===== config.mk =====
export PLATFORM = sky130hd
export DESIGN_NAME = i2cx_master
export DESIGN_NICKNAME = d
export VERILOG_FILES = /design/src/rtl/i2cx_pkg.sv /design/src/rtl/i2cx_csum.sv /design/src/rtl/i2cx_seq.sv /design/src/rtl/i2cx_master.sv
export SDC_FILE = /design/constraint.sdc
export NUM_CORES = 1
export LEC_CHECK = 0
export CELL_PAD_IN_SITES_DETAIL_PLACEMENT = 1
export CELL_PAD_IN_SITES_GLOBAL_PLACEMENT = 1
export CORE_MARGIN = 2
export CORE_UTILIZATION = 33
export DETAILED_ROUTE_END_ITERATION = 7
export PLACE_DENSITY_LB_ADDON = 0.1
export SLEW_MARGIN = 20
export SYNTH_ARGS = -nofsm -noshare
export SYNTH_HDL_FRONTEND = slang
export SYNTH_SLANG_ARGS = --single-unit
export TNS_END_PERCENT = 30

===== constraint.sdc =====
create_clock -name clk_i -period 17.1 [get_ports clk_i]
set_input_delay 4.275 -clock clk_i [delete_from_list [all_inputs] [get_ports clk_i]]
set_output_delay 4.275 -clock clk_i [all_outputs]
set_load 0.05 [all_outputs]

===== src/rtl/i2cx_pkg.sv =====
package i2cx_pkg;
  typedef enum logic [2:0] {
    OP_START = 3'd0,
    OP_STOP  = 3'd1,
    OP_TX    = 3'd2,
    OP_RX    = 3'd3,
    OP_CLEAR = 3'd4
  } op_e;

  typedef enum logic [1:0] {
    ST_OK       = 2'd0,
    ST_I2C_ERR  = 2'd1,
    ST_SYNC_ERR = 2'd2
  } stat_e;

  typedef enum logic [2:0] {
    S_IDLE, S_ARB, S_RUN, S_CLR, S_GAP
  } fsm_e;
endpackage


===== src/rtl/i2cx_csum.sv =====
module i2cx_csum #(
  parameter int N_BYTES = 4
) (
  input  logic [N_BYTES*8-1:0] bytes_i,
  output logic [7:0]           csum_o
);
  logic [N_BYTES:0][7:0] acc;
  assign acc[0] = 8'h00;

  for (genvar i = 0; i < N_BYTES; i++) begin : g_add
    logic [8:0] s;
    assign s          = {1'b0, acc[i]} + {1'b0, bytes_i[i*8 +: 8]};
    // end-around carry; cannot overflow since s <= 0x1FE
    assign acc[i+1]   = s[7:0] + {7'd0, s[8]};
  end

  assign csum_o = ~acc[N_BYTES];
endmodule


===== src/rtl/i2cx_seq.sv =====
module i2cx_seq
  import i2cx_pkg::*;
#(
  parameter bit FINAL_ACK_BIT = 1'b0
) (
  input  logic [3:0]  step_i,
  input  logic        wr_i,
  input  logic [6:0]  dev_i,
  input  logic [14:0] reg_i,
  input  logic [15:0] wdata_i,
  input  logic [7:0]  csum_i,
  output op_e         code_o,
  output logic [7:0]  byte_o,
  output logic        mack_o,
  output logic        last_o
);
  logic [7:0] reg_hi;
  assign reg_hi = {reg_i[14:8], ~wr_i};

  always_comb begin
    code_o = OP_STOP;
    byte_o = 8'h00;
    mack_o = 1'b0;
    last_o = 1'b0;
    if (wr_i) begin
      unique case (step_i)
        4'd0: code_o = OP_START;
        4'd1: begin code_o = OP_TX; byte_o = {dev_i, 1'b0}; end
        4'd2: begin code_o = OP_TX; byte_o = reg_hi; end
        4'd3: begin code_o = OP_TX; byte_o = reg_i[7:0]; end
        4'd4: begin code_o = OP_TX; byte_o = wdata_i[15:8]; end
        4'd5: begin code_o = OP_TX; byte_o = wdata_i[7:0]; end
        4'd6: begin code_o = OP_TX; byte_o = csum_i; end
        default: begin code_o = OP_STOP; last_o = 1'b1; end
      endcase
    end else begin
      unique case (step_i)
        4'd0: code_o = OP_START;
        4'd1: begin code_o = OP_TX; byte_o = {dev_i, 1'b0}; end
        4'd2: begin code_o = OP_TX; byte_o = reg_hi; end
        4'd3: begin code_o = OP_TX; byte_o = reg_i[7:0]; end
        4'd4: begin code_o = OP_TX; byte_o = csum_i; end
        4'd5: code_o = OP_START;
        4'd6: begin code_o = OP_TX; byte_o = {dev_i, 1'b1}; end
        4'd7: code_o = OP_RX;
        4'd8: code_o = OP_RX;
        4'd9: begin code_o = OP_RX; mack_o = FINAL_ACK_BIT; end
        default: begin code_o = OP_STOP; last_o = 1'b1; end
      endcase
    end
  end
endmodule


===== src/rtl/i2cx_master.sv =====
module i2cx_master
  import i2cx_pkg::*;
#(
  parameter int RD_TRIES      = 10,
  parameter int WR_TRIES      = 1,
  parameter bit FINAL_ACK_BIT = 1'b0
) (
  input  logic        clk_i,
  input  logic        rst_ni,
  input  logic        cmd_valid_i,
  input  logic        cmd_write_i,
  input  logic [6:0]  cmd_dev_i,
  input  logic [14:0] cmd_reg_i,
  input  logic [15:0] cmd_wdata_i,
  output logic        busy_o,
  output logic        done_o,
  output logic [1:0]  status_o,
  output logic [15:0] rdata_o,
  output logic [7:0]  rx_csum_o,
  output logic        csum_ok_o,
  output logic        arb_req_o,
  input  logic        arb_resp_i,
  input  logic        arb_ok_i,
  output logic        op_valid_o,
  output logic [2:0]  op_code_o,
  output logic [7:0]  op_byte_o,
  output logic        op_mack_o,
  input  logic        op_done_i,
  input  logic        op_err_i,
  input  logic        op_nack_i,
  input  logic [7:0]  op_rdata_i
);
  localparam int MAX_TRIES = (RD_TRIES > WR_TRIES) ? RD_TRIES : WR_TRIES;
  localparam int ATT_W     = $clog2(MAX_TRIES + 1);
  localparam logic [ATT_W-1:0] RD_LIM  = ATT_W'(RD_TRIES);
  localparam logic [ATT_W-1:0] WR_LIM  = ATT_W'(WR_TRIES);
  localparam logic [ATT_W-1:0] MAX_LIM = ATT_W'(MAX_TRIES);

  fsm_e             state_q;
  logic [3:0]       step_q;
  logic             wr_q;
  logic [6:0]       dev_q;
  logic [14:0]      reg_q;
  logic [15:0]      wd_q;
  logic [ATT_W-1:0] att_q;
  logic [15:0]      rdata_q;
  logic [7:0]       rxcs_q;
  stat_e            status_q;
  logic             done_q;

  // checksum over the outgoing register/data bytes
  logic [7:0] tx_csum;
  i2cx_csum #(.N_BYTES(4)) u_tx_csum (
    .bytes_i({{reg_q[14:8], ~wr_q}, reg_q[7:0],
              wr_q ? wd_q[15:8] : 8'h00, wr_q ? wd_q[7:0] : 8'h00}),
    .csum_o (tx_csum)
  );

  // checksum recomputed over the received data bytes
  logic [7:0] rx_calc;
  i2cx_csum #(.N_BYTES(2)) u_rx_csum (
    .bytes_i(rdata_q),
    .csum_o (rx_calc)
  );

  op_e  seq_code;
  logic [7:0] seq_byte;
  logic seq_mack, seq_last;
  i2cx_seq #(.FINAL_ACK_BIT(FINAL_ACK_BIT)) u_seq (
    .step_i (step_q),
    .wr_i   (wr_q),
    .dev_i  (dev_q),
    .reg_i  (reg_q),
    .wdata_i(wd_q),
    .csum_i (tx_csum),
    .code_o (seq_code),
    .byte_o (seq_byte),
    .mack_o (seq_mack),
    .last_o (seq_last)
  );

  logic [ATT_W-1:0] att_nxt, lim;
  logic             op_fail;
  assign att_nxt = att_q + 1'b1;
  assign lim     = wr_q ? WR_LIM : RD_LIM;
  assign op_fail = op_err_i || (seq_code == OP_TX && op_nack_i);

  always_ff @(posedge clk_i or negedge rst_ni) begin
    if (!rst_ni) begin
      state_q  <= S_IDLE;
      step_q   <= '0;
      wr_q     <= 1'b0;
      dev_q    <= '0;
      reg_q    <= '0;
      wd_q     <= '0;
      att_q    <= '0;
      rdata_q  <= '0;
      rxcs_q   <= '0;
      status_q <= ST_OK;
      done_q   <= 1'b0;
    end else begin
      done_q <= 1'b0;
      unique case (state_q)
        S_IDLE: if (cmd_valid_i) begin
          wr_q     <= cmd_write_i;
          dev_q    <= cmd_dev_i;
          reg_q    <= cmd_reg_i;
          wd_q     <= cmd_wdata_i;
          att_q    <= '0;
          step_q   <= '0;
          rdata_q  <= '0;
          rxcs_q   <= '0;
          status_q <= ST_OK;
          state_q  <= cmd_write_i ? S_RUN : S_ARB;
        end
        S_ARB: if (arb_resp_i) begin
          if (arb_ok_i) begin
            step_q  <= '0;
            state_q <= S_RUN;
          end else begin
            status_q <= ST_SYNC_ERR;
            done_q   <= 1'b1;
            state_q  <= S_IDLE;
          end
        end
        S_RUN: if (op_done_i) begin
          if (op_fail) begin
            state_q <= S_CLR;
          end else begin
            if (seq_code == OP_RX) begin
              unique case (step_q)
                4'd7:    rdata_q[15:8] <= op_rdata_i;
                4'd8:    rdata_q[7:0]  <= op_rdata_i;
                default: rxcs_q        <= op_rdata_i;
              endcase
            end
            if (seq_last) begin
              status_q <= ST_OK;
              done_q   <= 1'b1;
              state_q  <= S_IDLE;
            end else begin
              step_q <= step_q + 4'd1;
            end
          end
        end
        S_CLR: if (op_done_i) begin
          att_q <= att_nxt;
          if (att_nxt < lim) begin
            step_q  <= '0;
            state_q <= wr_q ? S_RUN : S_GAP;
          end else begin
            status_q <= ST_I2C_ERR;
            done_q   <= 1'b1;
            state_q  <= S_IDLE;
          end
        end
        // one cycle with the grant released before asking again
        S_GAP: state_q <= S_ARB;
        default: state_q <= S_IDLE;
      endcase
    end
  end

  assign busy_o     = (state_q != S_IDLE);
  assign done_o     = done_q;
  assign status_o   = status_q;
  assign rdata_o    = rdata_q;
  assign rx_csum_o  = rxcs_q;
  assign csum_ok_o  = (rxcs_q == rx_calc);
  assign arb_req_o  = !wr_q && (state_q == S_ARB || state_q == S_RUN || state_q == S_CLR);
  assign op_valid_o = (state_q == S_RUN || state_q == S_CLR);
  assign op_code_o  = (state_q == S_CLR) ? OP_CLEAR : seq_code;
  assign op_byte_o  = seq_byte;
  assign op_mack_o  = seq_mack;


  cmd_frozen_chk: assert property (@(posedge clk_i) disable iff (!rst_ni)
    busy_o |=> (!busy_o || ($stable(reg_q) && $stable(wr_q) && $stable(dev_q))));


  op_hold_chk: assert property (@(posedge clk_i) disable iff (!rst_ni)
    (op_valid_o && !op_done_i) |=> (op_valid_o && $stable(op_code_o) && $stable(op_byte_o)));


  done_pulse_chk: assert property (@(posedge clk_i) disable iff (!rst_ni)
    done_o |=> !done_o);


  done_idle_chk: assert property (@(posedge clk_i) disable iff (!rst_ni)
    done_o |-> (!busy_o && $past(busy_o)));


  att_bound_chk: assert property (@(posedge clk_i) disable iff (!rst_ni)
    att_q <= MAX_LIM);


  refuse_end_chk: assert property (@(posedge clk_i) disable iff (!rst_ni)
    (state_q == S_ARB && arb_resp_i && !arb_ok_i) |=> (done_o && status_o == ST_SYNC_ERR));


  wr_once_chk: assert property (@(posedge clk_i) disable iff (!rst_ni)
    (state_q == S_CLR && op_done_i && wr_q && att_q == WR_LIM - 1'b1)
      |=> (done_o && status_o == ST_I2C_ERR));
endmodule


**Word-level counts from Yosys, hierarchy flattened**

Cells that the tools add are included.

- $add $sub $neg: 10
- $mul: 0
- Divide/modulo/power cells: 0
- Magnitude comparators: 1
- Equal/unequal tests: 32
- Shifts and indexed selects: 0
- Multiplexer cells: 65
- Bitwise logic cells: 3
- Reduce and logical (&&, ||, !) cells: 28

Operators with widths:

| operator | number |
|---|---|
| $mux 8 | 10 |
| $mux 16 | 4 |
| $pmux 8 s6 | 1 |
| $mux 4 | 10 |
| $pmux 8 s5 | 1 |
| $add 8x8->9 | 4 |
| $add 8x1->8 | 4 |
| $pmux 16 s2 | 1 |
| $mux 3 | 10 |
| $ne 2x2->1 const B | 13 |
| $mux 2 | 10 |
| $reduce_and 6->1 | 3 |
| $reduce_and 9->1 | 2 |
| $eq 4x3->1 const B | 4 |
| $not 8->8 | 2 |
| $pmux 4 s4 | 1 |
| $pmux 8 s2 | 1 |
| $pmux 3 s5 | 1 |
| $eq 3x2->1 const B | 4 |
| $mux 1 | 10 |
| $reduce_or 10->1 | 1 |
| $add 4x1->4 const B | 2 |
| $eq 4x2->1 const B | 2 |
| $eq 4x4->1 const B | 2 |
| other kinds (29) | 36 |

- Register bits after elaboration: 77
- Bits in latches: 0
- Bits in writable memories: 0
- ROM bits: 0
- Bits of input ports: 55
- Output and inout port bits: 43
- Word-level logic and storage cells: 151
- Memories kept: 0

**Longest topological paths before layout**

- Depth in word-level cells: 10
- Gate-level depth with buffers: 38
- Mapped depth without buffers: 37

**By module**

A second synthesis with hierarchy kept.

- Cells, all modules: 663
- Area total of the unflattened synthesis: 6294.8 µm²

Modules (own cells, without submodules):

| module | instances | cells an instance | area an instance (µm²) | seq. area each (µm²) |
|---|---|---|---|---|
| i2cx_master | 1 | 329 | 3601.0 | 1926.8 |
| i2cx_csum at u_tx_csum | 1 | 161 | 1301.2 | 0.0 |
| i2cx_seq | 1 | 113 | 879.6 | 0.0 |
| i2cx_csum at u_rx_csum | 1 | 60 | 513.0 | 0.0 |

**Least setup slack after synthesis**

OpenSTA, ideal clock, no wires.

- Kind: flip-flop to output port
- Start: reg wr_q
- End: out op_byte_o[3]
- Arrival time: 7.839 ns
- Required time: 12.825 ns
- Setup slack: 4.986 ns
- Stages on the path, launching flop included: 36
- Cells stage by stage: dfrtp_1 > clkbuf_1 > and2_1 > ha_1 > fa_1 > a21o_1 > a21oi_1 > nor2b_1 > nor3_1 > nor2_1 > o21ai_0 > nand2b_1 > ha_1 > ha_1 > fa_1 > a21o_1 > a21o_1 > a21o_1 > a21oi_1 > nor2b_1 > o21ai_0 > nand2b_1 > ha_1 > ha_1 > fa_1 > a21o_1 > a21oi_1 > o21ai_0 > a21o_1 > a21o_1 > ha_1 > and3_1 > xnor2_1 > a22oi_1 > o22a_1 > o21ai_0

- Cells in the longest elaborated chain, start to end: 10
- Elaborated cells between the ends (all ways): 13
- Classes of those cells: 6 x add/sub; 5 x mux; 2 x bitwise

RTL lines:

| item | RTL line | source |
|---|---|---|
| start: declaration | i2cx_master.sv:41 | `logic wr_q;` |
| start signal: assignment | i2cx_master.sv:105 | `wr_q <= cmd_write_i;` |
| $mux 8 | i2cx_master.sv:55 | `wr_q ? wd_q[15:8] : 8'h00, wr_q ? wd_q[7:0] : 8'h00}),` |
| $add 8x8->9 | i2cx_csum.sv:12 | `assign s = {1'b0, acc[i]} + {1'b0, bytes_i[i*8 +: 8]};` |
| $add 8x1->8 | i2cx_csum.sv:14 | `assign acc[i+1] = s[7:0] + {7'd0, s[8]};` |
| $add 8x8->9 | i2cx_csum.sv:12 |  |
| $add 8x1->8 | i2cx_csum.sv:14 |  |
| $add 8x8->9 | i2cx_csum.sv:12 |  |
| $add 8x1->8 | i2cx_csum.sv:14 |  |
| $not 8->8 | i2cx_csum.sv:17 | `assign csum_o = ~acc[N_BYTES];` |
| $pmux 8 s6 or $pmux 8 s5 (tied branches) | i2cx_seq.sv:26, i2cx_seq.sv:37 |  |
| $mux 8 * | i2cx_seq.sv:25 | `if (wr_i) begin` |
| end: declaration | i2cx_master.sv:26 | `output logic [7:0] op_byte_o,` |

Mark *: on every way between the ends. The rest lies on a longest branch, timed or not.

**Worst setup path after layout**

- Start: reg wr_q
- End: out op_byte_o[7]

Same word-level chain as after synthesis.

==> reports/results.tsv <==
metric	value	unit
H-tree levels	3	
Die H	138	um
crit path setup slack, layout	3.82	ns
initial antenna violation count	0	
Syn Nets	710	
RR Startpoint	step_q[2]	
CP max stage delay	0.85	ns
#FFs+latches synth	77	
Vias per Instance	5.55	
Total Neg Setup Slack	0	ns
Hold Path Depth	2	
CTS tree	yes	
Post-synth top flop	dfrtp_1	
WP data required	12.82	ns
clock-pin slew on the worst setup and hold paths	0.07	ns
synth unique cells	74	
Starting Density	33.4	%
Final min period	13.28	ns
DR DRC count	0	
WS Path Type	reg2out	
top post-synthesis cells by area	dfrtp_1 (32%), mux2_2 (11%), ha_1 (10%)	
Seq/Total Area, Yosys	32.3	%
Worst Skew	0.0101	ns
Worst path slowest cell	clkdlybuf4s50_1	
CP Launch Type	flip-flop	
Synth Cell Area	5960	um^2
core area	17800	um^2
total CTS buffers	9	
Total GRT Usage	19.8	%
vias in the first global route	5297	
# hold bufs at CTS	0	
RSZ-0062 raised after global routing	false	
# clock sinks	77	
Max clock buf depth	2	
global-route wire length before repair	30200	um
post-route insts no fill	921	
share of cells above drive strength 1	14.2	%
Slew HR	25.2	%
Hold WC Path Type	reg2reg	
WL/cell	20.2	um
Die Wd	138	um
clk root buf	clkbuf_16	
post-detail-place hpwl	14200	um
worst min-delay path startpoint	status_o[1]	
Placed Cells	906	
routability congestion estimate	0.881	
GRT Residual Overflow	0	
post-CTS sizing	0	
Reg2Reg Depth	7	
I/O pins	98	
Routed WL	18600	um
Worst-Margin Slew	1.11	ns
DR vias	5110	
Post-synth ARST share	100	%
final worst-path cycle share	77.6	%
DR iter-0 viols	281	
status	complete, no violations	
largest net degree at the start of global routing	78	
die area	19200	um^2
fin area	7420	um^2
reg-to-reg slack, setup	13.70	ns
fmax	75.3	MHz
Yosys top cell area share	32.3	%
CP most frequent cell	a21o_1	
reg2reg end	rdata_o[10]	
Initial DRT Pass Iterations	4	
CP Capture Type	primary output	
syn avg cell area	9.90	um^2
Synth area leader	dfrtp_1	
P&R area growth vs syn	24.4	%
max-cap check violation count	0	
crit path max fanout	28	
synth warn	0	
n_diodes	0	
Final Max Slew Viols	0	
Setup Viol. Count Final	0	
IO Port Bufs	96	
final hold violation count	0	
Syn Inst Count	602	
critical path arrival	9.00	ns
post-route ant nets	0	
Post-synth EDFFs	0	
pre-CTS setup slack	4.21	ns
Setup Buffers After CTS	0	
Final #Nets	796	
placed instance area	7120	um^2
worst-skew pair later-pin latency	0.36	ns
row cnt	49	
Hold Path End	status_o[1]	
placed cells by master (no fill, tap or decap), types with 4 or more instances in the layout:
cell type	count
clkbuf_16	9
xnor2_1	28
xor2_1	18
ha_1	49
a31oi_1	5
o211ai_1	4
nand3_1	12
inv_1	14
a32oi_1	4
and2_1	20
nor2b_1	9
a21o_1	13
nor3_1	12
and3_1	15
clkdlybuf4s50_1	95
nand2_1	31
a22o_1	5
mux2_2	60
or3_1	7
nor2_4	4
fa_1	4
o21ai_0	32
nor2_1	30
mux2_1	4
a21oi_1	25
o221ai_1	6
nand2b_1	9
dfrtp_1	77
a211oi_1	4
a22oi_1	11
state kept, by name, summed over array words and instances, names as in the netlist:
| name | cells |
|---|---|
| att_q | 4 |
| dev_q | 7 |
| done_o | 1 |
| rdata_o | 16 |
| reg_q | 15 |
| rx_csum_o | 8 |
| state_q | 3 |
| status_o | 2 |
| step_q | 4 |
| wd_q | 16 |
| wr_q | 1 |
metal layers:
metal / track usage [%] / part of all wire [%] / vias to the layer above
met1: 28.8 / 50 / 2600
met5: 0 / 0 / -
li1: - / - / 2404
met3: 3.01 / 3.0 / 19
met4: 5.69 / 1.6 / 0
met2: 30.7 / 45 / 87
how the worst max path moves through the flow:
stage	start	to	slack, ns	depth (start not counted)
global placement	wr_q	op_byte_o[7]	4.41	35
detailed placement	wr_q	op_byte_o[7]	4.21	35
CTS	wr_q	op_byte_o[7]	3.75	35
floorplan	wr_q	op_byte_o[3]	4.99	35
finish	wr_q	op_byte_o[7]	3.82	35
global route	wr_q	op_byte_o[7]	3.14	36
cell usage after synthesis, drive strengths merged (3+ instances only):
cell type  instances
o21bai             3
a21oi             27
nand3             12
a22o               5
a22oi             11
nand2             31
a311o              3
a21o              13
or3                7
o221ai             7
and2              20
o211ai             4
fa                 4
o21ai             32
nor3b              3
ha                49
mux2              64
buf                9
xnor2             28
nand2b            10
dfrtp             77
and3              16
a31oi              5
o31ai              3
nor2              35
xor2              18
a222oi             3
nor3              13
inv               14
mux2i              3
a32oi              4
a211oi             4
clkbuf            14
nor2b              9
per-stage QoR:
stage | utilization (%) | hold slack (ns)
3_5_place_dp | 39.9 | 0.503
5_1_grt | 41.6 | 0.551
6_report | 41.6 | 0.524
4_1_cts | 41.5 | 0.531
3_3_place_gp | 39.9 | 0.504
2_1_floorplan | - | 0.487
cell families (layout without fill, tap and decap cells):
kind of cell | count (synthesis) | in the layout | synth area share (%)
and+or+nand+nor | 170 | 170 | 15.7
AOI/OAI and AO/OA | 149 | 149 | 17.5
DFF | 77 | 77 | 32.3
muxes | 67 | 67 | 12.6
adders and majority gates | 53 | 53 | 11.6
xor gates and xnor gates | 48 | 48 | 7.51
buffers and inverters | 37 | 127 | 2.64
other | 1 | 1 | 0.0629
critical path, delay by kind of cell (launching register included):
family          cells  cell delay [ns]
fa+ha+maj           9             2.81
buf+inv             1             0.85
flops               1             0.66
compound gates     14             2.63
xor+xnor            1             0.32
simple gates       10             1.36
final cells by class:
| cell class | instances | area (um^2) |
|---|---|---|
| fill | 1977 | 10400 |
| multi-input combinational | 488 | 3880 |
| sequential | 77 | 1930 |
| timing repair buffer | 98 | 977 |
| tap | 229 | 287 |
| clock buffer | 9 | 225 |
| clock inverter | 6 | 63.8 |
| inverter | 14 | 52.6 |
Power is not shown: default switching activity piles up to over one toggle a cycle in this logic, so the estimate is an artifact.
